<file path="config.mk">
export PLATFORM = sky130hd
export DESIGN_NAME = tmr_arb_chan
export DESIGN_NICKNAME = d
export VERILOG_FILES = /design/src/rtl/tac_pkg.sv /design/src/rtl/tac_bus_phase.sv /design/src/rtl/tac_counter.sv /design/src/rtl/tac_compare.sv /design/src/rtl/tac_status.sv /design/src/rtl/tmr_arb_chan.sv
export SDC_FILE = /design/constraint.sdc
export NUM_CORES = 1
export LEC_CHECK = 0
export BUFFER_PORTS_ARGS = -buffer_cell sky130_fd_sc_hd__clkbuf_2
export CAP_MARGIN = 20
export CELL_PAD_IN_SITES_DETAIL_PLACEMENT = 0
export CELL_PAD_IN_SITES_GLOBAL_PLACEMENT = 1
export CORE_AREA = 3 3 112 60
export CTS_BUF_LIST = sky130_fd_sc_hd__clkbuf_8
export DETAILED_ROUTE_END_ITERATION = 7
export DIE_AREA = 0 0 115 63
export GPL_TIMING_DRIVEN = 0
export PLACE_DENSITY = 0.82
export SLEW_MARGIN = 10
export SYNTH_ARGS = -nofsm -noshare
export SYNTH_HDL_FRONTEND = slang
export SYNTH_SLANG_ARGS = --single-unit
</file>
<file path="constraint.sdc">
create_clock -name clk -period 1.3 [get_ports clk]
set_input_delay 0.13 -clock clk [delete_from_list [all_inputs] [get_ports clk]]
set_output_delay 0.13 -clock clk [all_outputs]
set_load 0.03 [all_outputs]
</file>
<file path="src/rtl/tac_pkg.sv">
package tac_pkg;

   typedef enum logic [1:0] {
      TAC_SEL_NONE = 2'd0,
      TAC_SEL_CNT  = 2'd1,
      TAC_SEL_CMP  = 2'd2,
      TAC_SEL_STS  = 2'd3
   } tac_sel_e;

   function automatic tac_sel_e tac_decode(
      input int unsigned a,
      input int unsigned a_cnt,
      input int unsigned a_cmp,
      input int unsigned a_sts
   );
      tac_sel_e s;
      if (a == a_cnt)      s = TAC_SEL_CNT;
      else if (a == a_cmp) s = TAC_SEL_CMP;
      else if (a == a_sts) s = TAC_SEL_STS;
      else                 s = TAC_SEL_NONE;
      return s;
   endfunction

endpackage

</file>
<file path="src/rtl/tac_bus_phase.sv">
module tac_bus_phase
   import tac_pkg::*;
#(
   parameter int unsigned ADDR_W = 2,
   parameter int unsigned A_CNT  = 0,
   parameter int unsigned A_CMP  = 1,
   parameter int unsigned A_STS  = 2
) (
   input  logic              clk,
   input  logic              rst_n,
   input  logic              bus_t1,
   input  logic              bus_we,
   input  logic [ADDR_W-1:0] bus_addr,
   output logic              wr_cnt,
   output logic              wr_cmp,
   output logic              wr_sts
);

   tac_sel_e t1_sel;
   tac_sel_e t2_sel_q;

   always_comb begin
      if (bus_t1 && bus_we)
         t1_sel = tac_decode(int'(bus_addr), A_CNT, A_CMP, A_STS);
      else
         t1_sel = TAC_SEL_NONE;
   end

   // The target chosen in T1 is held one cycle; that cycle is T2.
   always_ff @(posedge clk or negedge rst_n) begin
      if (!rst_n) t2_sel_q <= TAC_SEL_NONE;
      else        t2_sel_q <= t1_sel;
   end

   assign wr_cnt = (t2_sel_q == TAC_SEL_CNT);
   assign wr_cmp = (t2_sel_q == TAC_SEL_CMP);
   assign wr_sts = (t2_sel_q == TAC_SEL_STS);

endmodule

</file>
<file path="src/rtl/tac_counter.sv">
module tac_counter #(
   parameter int unsigned W = 16
) (
   input  logic         clk,
   input  logic         rst_n,
   input  logic         cen,
   input  logic         wr_en,
   input  logic [W-1:0] wr_data,
   output logic [W-1:0] cnt_q,
   output logic         cnt_moved
);

   localparam logic [W-1:0] ONE = W'(1);

   // Bus load outranks the count strobe; the strobe is simply dropped.
   always_ff @(posedge clk or negedge rst_n) begin
      if (!rst_n)     cnt_q <= '0;
      else if (wr_en) cnt_q <= wr_data;
      else if (cen)   cnt_q <= cnt_q + ONE;
   end

   assign cnt_moved = wr_en | cen;

endmodule

</file>
<file path="src/rtl/tac_compare.sv">
module tac_compare #(
   parameter int unsigned W         = 16,
   parameter logic [W-1:0] RST_VAL  = '1,
   parameter bit          PULSE_REG = 1'b1
) (
   input  logic         clk,
   input  logic         rst_n,
   input  logic [W-1:0] cnt_q,
   input  logic         cnt_moved,
   input  logic         wr_en,
   input  logic [W-1:0] wr_data,
   output logic [W-1:0] cmp_q,
   output logic         match_ev,
   output logic         match_o
);

   logic arm_q;
   logic arm_d;
   logic equal;

   always_ff @(posedge clk or negedge rst_n) begin
      if (!rst_n)     cmp_q <= RST_VAL;
      else if (wr_en) cmp_q <= wr_data;
   end

   // A rewrite with the held value must not arm the comparator.
   assign arm_d = cnt_moved | (wr_en & (wr_data != cmp_q));

   always_ff @(posedge clk or negedge rst_n) begin
      if (!rst_n) arm_q <= 1'b0;
      else        arm_q <= arm_d;
   end

   assign equal    = (cnt_q == cmp_q);
   assign match_ev = equal & arm_q & ~wr_en;

   generate
      if (PULSE_REG) begin : g_pulse_ff
         logic pulse_q;
         always_ff @(posedge clk or negedge rst_n) begin
            if (!rst_n) pulse_q <= 1'b0;
            else        pulse_q <= match_ev;
         end
         assign match_o = pulse_q;
      end else begin : g_pulse_comb
         assign match_o = match_ev;
      end
   endgenerate

endmodule

</file>
<file path="src/rtl/tac_status.sv">
module tac_status (
   input  logic clk,
   input  logic rst_n,
   input  logic set_ev,
   input  logic clr_req,
   output logic flag_q
);

   always_ff @(posedge clk or negedge rst_n) begin
      if (!rst_n)       flag_q <= 1'b0;
      else if (set_ev)  flag_q <= 1'b1;
      else if (clr_req) flag_q <= 1'b0;
   end

endmodule

</file>
<file path="src/rtl/tmr_arb_chan.sv">
module tmr_arb_chan
   import tac_pkg::*;
#(
   parameter int unsigned CNT_W     = 16,
   parameter int unsigned ADDR_W    = 2,
   parameter int unsigned A_CNT     = 0,
   parameter int unsigned A_CMP     = 1,
   parameter int unsigned A_STS     = 2,
   parameter int unsigned STS_BIT   = 0,
   parameter bit          PULSE_REG = 1'b1
) (
   input  logic              clk,
   input  logic              rst_n,
   input  logic              cnt_en,
   input  logic              bus_t1,
   input  logic              bus_we,
   input  logic [ADDR_W-1:0] bus_addr,
   input  logic [CNT_W-1:0]  bus_wdata,
   output logic [CNT_W-1:0]  bus_rdata,
   output logic              match_o,
   output logic              flag_o
);

   localparam int unsigned  N_ADDR  = 1 << ADDR_W;
   localparam logic [CNT_W-1:0] CMP_RST = '1;

   if (CNT_W < 2 || CNT_W > 64) begin : g_bad_width
      $error("tmr_arb_chan: CNT_W must lie in 2..64");
   end
   if (A_CNT >= N_ADDR || A_CMP >= N_ADDR || A_STS >= N_ADDR) begin : g_bad_addr
      $error("tmr_arb_chan: register address exceeds ADDR_W");
   end
   if (A_CNT == A_CMP || A_CNT == A_STS || A_CMP == A_STS) begin : g_dup_addr
      $error("tmr_arb_chan: register addresses must differ");
   end
   if (STS_BIT >= CNT_W) begin : g_bad_bit
      $error("tmr_arb_chan: STS_BIT outside the data bus");
   end

   logic             wr_cnt;
   logic             wr_cmp;
   logic             wr_sts;
   logic [CNT_W-1:0] cnt_q;
   logic             cnt_moved;
   logic [CNT_W-1:0] cmp_q;
   logic             match_ev;
   logic             flag_q;
   logic             clr_req;
   tac_sel_e         rd_sel;

   tac_bus_phase #(
      .ADDR_W (ADDR_W),
      .A_CNT  (A_CNT),
      .A_CMP  (A_CMP),
      .A_STS  (A_STS)
   ) u_phase (
      .clk      (clk),
      .rst_n    (rst_n),
      .bus_t1   (bus_t1),
      .bus_we   (bus_we),
      .bus_addr (bus_addr),
      .wr_cnt   (wr_cnt),
      .wr_cmp   (wr_cmp),
      .wr_sts   (wr_sts)
   );

   tac_counter #(
      .W (CNT_W)
   ) u_cnt (
      .clk       (clk),
      .rst_n     (rst_n),
      .cen       (cnt_en),
      .wr_en     (wr_cnt),
      .wr_data   (bus_wdata),
      .cnt_q     (cnt_q),
      .cnt_moved (cnt_moved)
   );

   tac_compare #(
      .W         (CNT_W),
      .RST_VAL   (CMP_RST),
      .PULSE_REG (PULSE_REG)
   ) u_cmp (
      .clk       (clk),
      .rst_n     (rst_n),
      .cnt_q     (cnt_q),
      .cnt_moved (cnt_moved),
      .wr_en     (wr_cmp),
      .wr_data   (bus_wdata),
      .cmp_q     (cmp_q),
      .match_ev  (match_ev),
      .match_o   (match_o)
   );

   assign clr_req = wr_sts & bus_wdata[STS_BIT];

   tac_status u_sts (
      .clk     (clk),
      .rst_n   (rst_n),
      .set_ev  (match_ev),
      .clr_req (clr_req),
      .flag_q  (flag_q)
   );

   assign flag_o = flag_q;

   assign rd_sel = tac_decode(int'(bus_addr), A_CNT, A_CMP, A_STS);

   always_comb begin
      bus_rdata = '0;
      case (rd_sel)
         TAC_SEL_CNT: bus_rdata = cnt_q;
         TAC_SEL_CMP: bus_rdata = cmp_q;
         TAC_SEL_STS: bus_rdata[STS_BIT] = flag_q;
         default:     bus_rdata = '0;
      endcase
   end

endmodule

</file>
# Yosys cells after proc, flatten, opt, wreduce, memory -nomap -nowiden
# Cells that the tools add are included.
[word_totals]
ff_bits = 37
in_bits = 23
out_inout_bits = 18
wordCells = 38
[classes]
add_sub_neg = 1
n_eq_ne = 10
mux = 10
bitwise_logic = 7
n_reduce_logical = 4
[ops]
columns = ["cell", "n"]
rows = [
  ["$mux 16", 2],
  ["$pmux 15 s2", 1],
  ["$add 16x1->16 const B", 1],
  ["$eq 16x16->1", 1],
  ["$ne 16x16->1", 1],
  ["$eq 2x2->1 const B", 5],
  ["$mux 2", 4],
  ["$eq 2x1->1 const B", 3],
  ["$and 1x1->1", 4],
  ["$reduce_bool 2->1", 2],
  ["$pmux 1 s3", 1],
  ["$logic_not 2->1", 1],
  ["$mux 1", 2],
  ["$or 1x1->1", 2],
  ["$logic_and 1x1->1", 1],
  ["$not 1->1", 1],
]

# Logic depth before layout (Yosys ltp)
# Gate-level depths: netlist of the first run.
[depth]
word_depth = 6
ltp_mapped = 5
ltp_nobuf = 5

# Modules after synthesis
# Synthesis of the first run repeated with hierarchy kept, for this count alone.
[unflattened]
cells_unflattened = 231
area_unflattened_um2 = 2367.3
[modules_own_cells]
columns = ["module", "instances", "cells_each", "area_per_inst_um2", "seq_area_each_um2"]
rows = [
  ["tac_compare", 1, 80, 1024.7, 470.5],
  ["tac_counter", 1, 99, 908.4, 400.4],
  ["tmr_arb_chan", 1, 38, 276.5, 0.0],
  ["tac_bus_phase", 1, 11, 121.4, 50.0],
  ["tac_status", 1, 3, 36.3, 25.0],
]

# Least setup slack after synthesis of the first run
# OpenSTA, ideal clock, no wires.
[synth_timing]
path_kind = "register -> register"
start = "reg u_cmp.cmp_q[9]"
end = "reg u_cmp.arm_q"
setup_ps = 124
arrival_ps = 1250
t_required_ps = 1176
slack_ps = -74
stages_incl_launch_ff = 5
path_buffers = 0
cell_sequence = "dfstp_2 xor2_1 nor4_1 nand4_1 a211o_1"
[synth_between]
elab_chain_cells = 3
[synth_rtl]
columns = ["item", "line_no", "source"]
rows = [
  ["start, declared", "tac_compare.sv:12", "output logic [W-1:0] cmp_q,"],
  ["start signal, assigned", "tac_compare.sv:23", "else if (wr_en) cmp_q <= wr_data;"],
  ["$ne 16x16->1", "tac_compare.sv:27", "assign arm_d = cnt_moved | (wr_en & (wr_data != cmp_q));"],
  ["$and 1x1->1", "tac_compare.sv:27", ""],
  ["$or 1x1->1", "tac_compare.sv:27", ""],
  ["named net u_cmp.arm_d", "tac_compare.sv:18", "logic arm_d;"],
  ["end signal, assigned", "tac_compare.sv:31", "else arm_q <= arm_d;"],
  ["end, declared", "tac_compare.sv:17", "logic arm_q;"],
]
# The timed path passes the listed nets, and every way through them passes these cells.
# A chain may end at the register's enable or synchronous reset.

# Final worst setup path of the first run
[layout_timing]
start = "reg u_cmp.cmp_q[2]"
end = "reg u_cmp.arm_q"
# The elaborated chain is that of the path after synthesis.

==> out/results.tsv, run 1 <==
metric	value	unit
H-tree depth	2	
Hold/Removal Path Class	input port to flop	
root buffer cell	clkbuf_8	
fin util	59.4	%
io pins	41	
worst reg-to-reg setup slack	-280	ps
Sink Count	37	
register area share after synthesis	40.2	%
Syn Nets	257	
Congestion Overflow GR	0	
design area	3510	sq um
worst r2r src	u_cmp.cmp_q[2]	
Final Total Pwr	5.64	mW
Final ANT Viol Nets	0	
Setup Viol. Count Final	23	
fillcell total	495	
setup TNS	-1400	ps
mapped cell area	2350	sq um
Post-Syn Area per Cell	10.4	sq um
hold path depth	2	
Clk Latency, worst-skew pair	300	ps
Longest Clk Path Bufs	2	
Slew @ Worst Pin	841	ps
CTS Buf Count	5	
area of the multi-input gates	1600	sq um
Post-synth EDFFs	0	
top_reg_cell synth	dfrtp_1	
post-synthesis register bit count	37	
largest net degree at the start of global routing	38	
post-detail-place hpwl	4680	um
core area	5910	sq um
max capacitance violation total	0	
Yosys warning count	0	
hold_sp	bus_t1	
synth top area cells	dfrtp_1, dfstp_2, xor2_1	
Crit-path slowest cell	dfstp_2	
DIE WIDTH	115	um
Cell Count Post-Placement	343	
Final Hold Viols	0	
vias in the first global route	1868	
Die Ht	63	um
Syn Inst Count	227	
Async SR Flop Fraction	100	%
Pwr Density	1610	nW/um^2
DR vias	2006	
WS Path Type	flop to flop	
crit path cell chain	xor2_1, nor4_2, nand4_1, a211o_1	
Cell Count, Final, Fillers Out	376	
Slew Limit Headroom	43.9	%
RSZ-0062 raised after global routing	yes	
IO buf count	39	
# rows	20	
reg2reg path depth	4	
placement-stage cell area	2690	sq um
critical-path maximum fanout	3	
Pre-Repair DR Iteration Count	5	
Total GRT Usage	18.8	%
critical path's largest stage delay	570	ps
Worst Slack Setup Final	-277	ps
highest ir drop seen on vdd	0.717	mV
period utilization	121	%
initial antenna violation count	0	
Hold Path End	u_phase.t2_sel_q[0]	
vias per cell	5.34	
fin crit period	1580	ps
global-route wire length before repair	10300	um
required time of the critical path	1490	ps
Peak Freq	634	MHz
final WL	6680	um
CTS tree	yes	
Critical R2R Capture	u_cmp.arm_q	
leak pwr	1.52	nW
share of layout cells above drive strength 1	57.9	%
DIE AREA	7250	sq um
Area Growth Syn to Fin	49.2	%
# diodes	0	
status	finished with violations	
Initial Util	39.9	%
Worst Clk Skew	6.70	ps
Yosys top cell area share	22.3	%
GPL Wtd Cong	0.828	
# nets final	329	
Reg area	960	sq um
violated checks	setup timing	
post-route DRC violation count	0	
critical path endpoint category	flop	
Worst Path Arrival	1770	ps
Synth top cells by count	xor2_1, dfrtp_1, nand2_1	
DRT iter0 DRCs	131	
WL/cell	17.8	um
fin. max-slew vios	0	
most frequent cell after synthesis	xor2_1	
post-synth cell types	38	
clock-pin slew on the worst setup and hold paths	80	ps
post-synth top area cell	dfrtp_1	
CP Launch Type	flop	
==> worst max-delay path by stage <==
stage	startpoint	to	slack, ps	cells past startpoint
floorplan	u_cmp.cmp_q[1]	u_cmp.arm_q	-40	4
global placement	bus_addr[1]	bus_rdata[15]	-630	7
detailed placement	bus_addr[1]	bus_rdata[15]	-630	7
CTS	u_cmp.cmp_q[14]	u_cmp.arm_q	-240	4
global route	u_cmp.cmp_q[2]	u_cmp.arm_q	-320	4
finish	u_cmp.cmp_q[2]	u_cmp.arm_q	-280	4
==> layout make-up <==
type / count / area share [%]
multi-input cells: 169 / 45.7
inverters: 6 / 0.641
clock buffers: 6 / 2.35
repair buffers: 71 / 18.4
well taps: 77 / 2.74
clock inverters: 1 / 0.107
plain buffers: 9 / 2.74
flip-flops and latches: 37 / 27.3
==> report_power, final <==
| part | internal, mW | total (mW) | switching [mW] |
|---|---|---|---|
| combinational | 1.46 | 2.68 | 1.23 |
| sequential | 1.58 | 2.12 | 0.534 |
| clock | 0.413 | 0.840 | 0.426 |
==> critical path: cells and delay by family (launching register included) <==
family	cells	cell delay, ps
flip-flops	1	570
AND/OR/NAND/NOR	2	510
AO/OA/AOI/OAI	1	300
XOR/XNOR	1	80
==> cell usage in the layout, fill, tap and decap left out, drive strengths merged, types with 2 or more instances in the layout <==
cell,synthesis,layout
a211o,2,2
a21oi,2,2
a22o,15,15
and3,2,2
buf,8,54
clkbuf,8,31
dfrtp,21,21
dfstp,16,16
ha,7,7
inv,6,7
mux2,16,16
nand2,21,21
nand3,8,8
nand4,7,8
nor2,7,7
nor2b,2,2
nor3,5,5
nor4,11,11
o21ai,12,12
xnor2,12,12
xor2,33,33
==> repair_timing <==
item | CTS | global route
setup buffers | 13 | 18
gates cloned | 1 | 0
endpoints found under the setup margin | 41 | 53
hold endpoints to repair | 21 | 0
gates resized for setup | 77 | 49
pin swaps | 11 | 25
hold buffers | 1 | 0
==> registers in the layout (all words and copies together) (netlist names) <==
name              cells
u_cmp.cmp_q          16
u_cnt.cnt_q          16
u_phase.t2_sel_q      2
u_cmp.arm_q           1
u_cmp.match_o         1
u_sts.flag_q          1
==> cell families (layout without fill, tap and decap cells) <==
family / after synthesis / after routing / synth area share [%]
adders and majority gates: 7 / 7 / 3.72
and+or+nand+nor: 64 / 65 / 16.2
muxes: 17 / 17 / 8.08
AOI/OAI and AO/OA: 35 / 35 / 11.1
buffers and inverters: 22 / 93 / 4.04
xor gates and xnor gates: 45 / 45 / 16.7
DFF: 37 / 37 / 40.2
==> routing by layer <==
metal | up-vias | share of wire (%) | global-route usage (%)
met1 | 997 | 51 | 29.9
li1 | 947 | - | -
met4 | 0 | 0.90 | 3.95
met2 | 56 | 40 | 24.0
met5 | - | 0 | 0
met3 | 6 | 8.0 | 6.19
==> per-stage QoR <==
step                hold slack (ps)  worst slack (ps)
floorplan                      -166             -40.4
global route                   55.9              -325
detailed placement              313              -631
CTS                            34.5              -239
global placement                318              -629
finish                         39.6              -277
(Power assumes the default switching activity.)
==> run 2, diff against run 1 <==
--- a/config.mk
+++ b/config.mk
@@ -15,6 +15,7 @@
 export DIE_AREA = 0 0 115 63
 export GPL_TIMING_DRIVEN = 0
 export PLACE_DENSITY = 0.82
+export RECOVER_POWER = 50
 export SLEW_MARGIN = 10
 export SYNTH_ARGS = -nofsm -noshare
 export SYNTH_HDL_FRONTEND = slang
==> out/results.tsv, run 2 (synthesis results as in run 1) <==
metric	value	unit	change
Worst Path Arrival	1750	ps	-20 ps
Slew @ Worst Pin	955	ps	+114 ps
Hold WS	38.8	ps	-0.776 ps
Sink Count	37		unchanged
CP Launch Type	flop		
design area	3500	sq um	-0.18%
fin. max-slew vios	0		unchanged
max capacitance violation total	0		unchanged
commonest non-fill, non-tap cells in the layout	xor2_1, buf_4, nand2_1, clkbuf_2		
Final ANT Viol Nets	0		unchanged
Total GRT Usage	18.8	%	unchanged
Initial Util	39.9	%	unchanged
CTS Buf Count	5		unchanged
period utilization	120	%	-0.94 points
vias per cell	5.32		-0.25%
# nets final	329		unchanged
status	finished with violations		
most common cell after layout, fill and taps aside	xor2_1		
Longest Clk Path Bufs	2		unchanged
DR vias	2001		-0.25%
# diodes	0		unchanged
global-route wire length before repair	10300	um	unchanged
clock-pin slew on the worst setup and hold paths	80	ps	about the same
vias in the first global route	1868		unchanged
DRT iter0 DRCs	85		-35%
CTS tree	yes		
WS Path Type	flop to flop		
Die Ht	63	um	unchanged
placement-stage cell area	2690	sq um	unchanged
required time of the critical path	1490	ps	about the same
Pre-Repair DR Iteration Count	4		-1
Congestion Overflow GR	0		unchanged
Clk Latency, worst-skew pair	300	ps	about the same
Worst Clk Skew	6.36	ps	-0.340 ps
fin util	59.3	%	-0.11 points
final WL	6700	um	+0.24%
post-route DRC violation count	0		unchanged
share of layout cells above drive strength 1	56.2	%	-1.7 points
fillcell total	496		+0.20%
Peak Freq	639	MHz	+0.78%
violated checks	setup timing		
Area Growth Syn to Fin	48.9	%	
biggest regs	u_cmp.cmp_q (16), u_cnt.cnt_q (16), u_phase.t2_sel_q (2)		
root buffer cell	clkbuf_8		
setup TNS	-2260	ps	-856 ps
core area	5910	sq um	unchanged
Final Hold Viols	0		unchanged
post-detail-place hpwl	4680	um	unchanged
io pins	41		unchanged
Hold/Removal Path Class	input port to flop		
largest net degree at the start of global routing	38		unchanged
DIE WIDTH	115	um	unchanged
Pwr Density	1610	nW/um^2	+0.34%
leak pwr	1.51	nW	-0.53%
worst reg-to-reg setup slack	-260	ps	about the same
# rows	20		unchanged
DIE AREA	7250	sq um	unchanged
fin crit period	1560	ps	-12.2 ps
WL/cell	17.8	um	+0.24%
highest ir drop seen on vdd	0.718	mV	+0.18%
Slew Limit Headroom	36.3	%	-7.6 points
Setup Viol. Count Final	27		+17%
critical path endpoint category	flop		
Worst Slack Setup Final	-265	ps	+12.2 ps
RSZ-0062 raised after global routing	yes		
pre-CTS setup slack	-631	ps	unchanged
IO buf count	39		unchanged
initial antenna violation count	0		unchanged
H-tree depth	2		unchanged
GPL Wtd Cong	0.828		unchanged
critical-path maximum fanout	3		unchanged
-- run 2: cell types whose count changed in the layout (fill, tap and decap cells not counted) --
cell	delta
nor2b_1	+1
nor2b_2	-1
clkbuf_1	+3
inv_2	-1
clkbuf_2	-2
inv_1	+1
buf_2	-1
-- run 2: final timing paths --
path,startpoint,to,cells past startpoint
max,u_cmp.cmp_q[2],u_cmp.arm_q,4
min reg2reg,u_cmp.arm_q,u_cmp.match_o,2
min,bus_t1,u_phase.t2_sel_q[0],2
max in group asynchronous,rst_n,u_cnt.cnt_q[1],2
max reg2reg,u_cmp.cmp_q[2],u_cmp.arm_q,4
min in group asynchronous,rst_n,u_cmp.match_o,2
-- run 2: layer usage --
metal	share of wire [%]	vias up	GRT usage (%)
met5	0	-	0
met4	0.90	0	3.95
met3	8.1	6	6.19
met2	41	61	24.0
met1	50	990	29.9
li1	-	944	-
-- run 2: layout make-up --
type | count | area [sq um] | area share (%)
multi-input cells | 169 | 1600 | 45.7
flip-flops and latches | 37 | 960 | 27.4
repair buffers | 71 | 643 | 18.4
plain buffers | 9 | 96.3 | 2.75
well taps | 77 | 96.3 | 2.75
clock buffers | 6 | 82.6 | 2.36
inverters | 6 | 22.5 | 0.643
clock inverters | 1 | 3.75 | 0.107
-- run 2: critical path, cell delays in order (launching register included) --
cell	delay [ps]
dfstp_2	570
xor2_1	80
nor4_2	340
nand4_1	160
a211o_1	300
-- run 2: what timing repair did --
action	in CTS	in global routing
pin swaps	11	25
resized for setup	77	49
hold endpoints to repair	21	0
hold buffers	1	0
gates cloned	1	0
buffers inserted	13	18
setup endpoints to repair	41	53
-- run 2: stage by stage --
step | power (mW) | std cells
2_1_floorplan | 3.19 | 227
3_3_place_gp | 3.66 | 343
3_5_place_dp | 3.70 | 343
4_1_cts | 4.99 | 358
5_1_grt | 5.93 | 376
6_report | 5.64 | 376
-- run 2: report_power, final --
part	switching [mW]	leakage [nW]	internal, mW
clock	0.430	0.0485	0.413
combinational	1.23	1.05	1.45
sequential	0.535	0.412	1.58
total	2.20	1.51	3.45
==> run 3, diff against run 2 <==
--- a/config.mk
+++ b/config.mk
@@ -5,16 +5,17 @@
 export SDC_FILE = /design/constraint.sdc
 export NUM_CORES = 1
 export LEC_CHECK = 0
+export ABC_AREA = 1
 export BUFFER_PORTS_ARGS = -buffer_cell sky130_fd_sc_hd__clkbuf_2
-export CAP_MARGIN = 20
+export CAP_MARGIN = 10
 export CELL_PAD_IN_SITES_DETAIL_PLACEMENT = 0
 export CELL_PAD_IN_SITES_GLOBAL_PLACEMENT = 1
-export CORE_AREA = 3 3 112 60
+export CORE_AREA = 3 3 123 66
 export CTS_BUF_LIST = sky130_fd_sc_hd__clkbuf_8
 export DETAILED_ROUTE_END_ITERATION = 7
-export DIE_AREA = 0 0 115 63
+export DIE_AREA = 0 0 126 69
 export GPL_TIMING_DRIVEN = 0
-export PLACE_DENSITY = 0.82
+export PLACE_DENSITY = 0.83
 export RECOVER_POWER = 50
 export SLEW_MARGIN = 10
 export SYNTH_ARGS = -nofsm -noshare
==> out/results.tsv, run 3 <==
metric	value	unit	change
violated checks	setup timing		
Worst Clk Skew	5.53	ps	-0.827 ps
Hold/Removal Path Class	input port to flop		
Slew @ Worst Pin	953	ps	-2.26 ps
fillcell total	688		+39%
io pins	41		unchanged
Post-Synth XOR/XNOR Area	3.26	%	-13 points
vias in the first global route	2846		+52%
leak pwr	1.88	nW	+24%
Peak Freq	711	MHz	+11%
period utilization	108	%	-12 points
root buffer cell	clkbuf_8		
# rows	22		+10%
post-synthesis register bit count	37		unchanged
required time of the critical path	1170	ps	-320 ps
Worst Path Arrival	1280	ps	-470 ps
Area Growth Syn to Fin	40.9	%	
critical path endpoint category	primary output		
Final Total Pwr	5.35	mW	-5.2%
Yosys warning count	0		unchanged
core area	7160	sq um	+21%
Clk Latency, worst-skew pair	310	ps	about the same
critical-path maximum fanout	10		+7
Initial Util	37.6	%	-2.3 points
global-route wire length before repair	15000	um	+46%
post-synthesis compound-gate area fraction	13.7	%	+2.6 points
fin crit period	1410	ps	-158 ps
Post-synth EDFFs	0		unchanged
share of layout cells above drive strength 1	38.2	%	-18 points
Sink Count	37		unchanged
Pwr Density	1410	nW/um^2	-12%
hold path depth	2		unchanged
# diodes	0		unchanged
combinational family with the most area after synthesis	simple AND/OR/NAND/NOR gates		
synth top area cells	nand2_1, dfrtp_1, dfstp_2		
mux contribution to synthesized area	0	%	-8.1 points
highest ir drop seen on vdd	0.555	mV	-23%
setup TNS	-1630	ps	+621 ps
Syn Nets	433		+68%
vias per cell	5.13		-3.6%
largest net degree at the start of global routing	38		unchanged
Post-Synth Simple-Gate Area	34.0	%	+18 points
GPL Wtd Cong	0.956		+16%
RSZ-0062 raised after global routing	yes		
area of the multi-input gates	1740	sq um	+8.8%
CTS tree	yes		
clock-pin slew on the worst setup and hold paths	80	ps	about the same
DIE WIDTH	126	um	+9.6%
critical path's largest stage delay	220	ps	-350 ps
final WL	9330	um	+39%
DIE AREA	8690	sq um	+20%
Reg area	953	sq um	-0.65%
post-synth cell types	37		-2.6%
Synth top cells by count	nand2_1, inv_1, nor2_1		
commonest non-fill, non-tap cells in the layout	nand2_1, inv_1, buf_4, inv_2, nor2_1		
post-synth top area cell	nand2_1		
Congestion Overflow GR	0		unchanged
Async SR Flop Fraction	100	%	unchanged
top_reg_cell synth	dfrtp_1		
post-detail-place hpwl	6660	um	+42%
status	finished with violations		
worst r2r src	u_cnt.cnt_q[0]		
fin. max-slew vios	0		unchanged
Slew Limit Headroom	36.5	%	+0.15 points
max capacitance violation total	0		unchanged
WS Path Type	input port to primary output		
CTS Buf Count	5		unchanged
Setup Viol. Count Final	28		+3.7%
Crit-path slowest cell	buf_8		
Final ANT Viol Nets	0		unchanged
DR vias	2949		+47%
Critical Path Source	bus_addr[0]		
H-tree depth	2		unchanged
post-route DRC violation count	0		unchanged
adder-cell share of the synthesized area	3.26	%	-0.46 points
WL/cell	16.2	um	-9.0%
most common cell after layout, fill and taps aside	nand2_1		
IO buf count	40		+2.6%
Critical Path Stages	7		+3
Total GRT Usage	22.1	%	+3.3 points
hold_sp	bus_t1		
crit path cell chain	clkbuf_1, inv_1, ha_4, inv_2, buf_8, o22ai_2, clkbuf_8		
Pre-Repair DR Iteration Count	4		unchanged
most frequent cell after synthesis	nand2_1		
Post-Syn Area per Cell	6.67	sq um	-36%
CP Launch Type	input port		
reg2reg path depth	5		+1
Longest Clk Path Bufs	2		unchanged
Syn Inst Count	403		+78%
Yosys top cell area share	20.0	%	-2.4 points
initial antenna violation count	0		unchanged
DRT iter0 DRCs	216		+150%
CP bufs+invs	5		+5
kind of cell adding the most delay to the critical path	buffers and inverters		
biggest regs	u_cmp.cmp_q (16), u_cnt.cnt_q (16), u_phase.t2_sel_q (2)		
# nets final	508		+54%
fin util	52.9	%	-6.4 points
Final Hold Viols	0		unchanged
Hold WS	56.1	ps	+17.3 ps
mapped cell area	2690	sq um	+14%
pre-CTS setup slack	-620	ps	+10.9 ps
Worst Slack Setup Final	-106	ps	+158 ps
Die Ht	69	um	+9.5%
register area share after synthesis	35.2	%	-5.0 points
## run 3: cell types whose count changed in the layout (fill, tap and decap cells not counted), moves of 10 or more
cell     delta
nand2_1   +113
nor2_1     +17
o22ai_1    +10
o21ai_0    +11
o22ai_2    +11
inv_2      +24
xor2_1     -28
a22o_4     -11
mux2_2     -16
inv_1      +36
## run 3: where the power goes
| part | internal, mW | switching, mW |
|---|---|---|
| sequential | 1.51 | 0.343 |
| combinational | 1.15 | 1.54 |
| clock | 0.358 | 0.446 |
## run 3: routing by layer
layer	wire length (um)	vias to the layer above	share of wire (%)	global-route usage (%)
li1	-	1435	-	-
met1	5060	1389	54	36.0
met2	3450	115	37	27.8
met3	727	10	7.8	6.66
met4	98	0	1.1	4.76
met5	0	-	0	0
## run 3: cells by family (layout without fill, tap and decap cells)
group | count (synthesis) | count (layout)
simple gates | 214 | 214
buf+inv | 75 | 151
compound gates | 60 | 60
flops | 37 | 37
xor+xnor | 10 | 10
fa+ha+maj | 7 | 7
## run 3: area by class of cell
type	instances	area share, %
Clock buffer	5	1.82
Timing Repair Buffer	68	14.8
Multi-Input combinational cell	291	46.0
Buffer	7	1.82
Tap cell	96	3.17
Clock inverter	3	0.297
Inverter	68	6.97
Sequential cell	37	25.2
## run 3: per-stage QoR
step                instance area (sq um)  std cells
floorplan                            2690        403
global placement                     3010        539
detailed placement                   3010        539
CTS                                  3600        570
global route                         3790        575
finish                               3790        575
## run 3: path summary, 6_finish.rpt
check | to | slack [ps]
max in group asynchronous | u_cnt.cnt_q[4] | 150
setup / recovery | bus_rdata[14] | -110
hold reg to reg | u_cmp.cmp_q[15] | 520
hold / removal | u_phase.t2_sel_q[0] | 60
setup reg to reg | u_cnt.cnt_q[6] | -100
min in group asynchronous | u_cnt.cnt_q[11] | 490
## run 3: timing repair
action,in CTS,in global routing
cloned,0,0
setup endpoints to repair,50,36
resized for setup,101,51
hold buffers,1,0
setup buffers,22,5
pin swaps,26,28
endpoints found under the hold margin,21,0
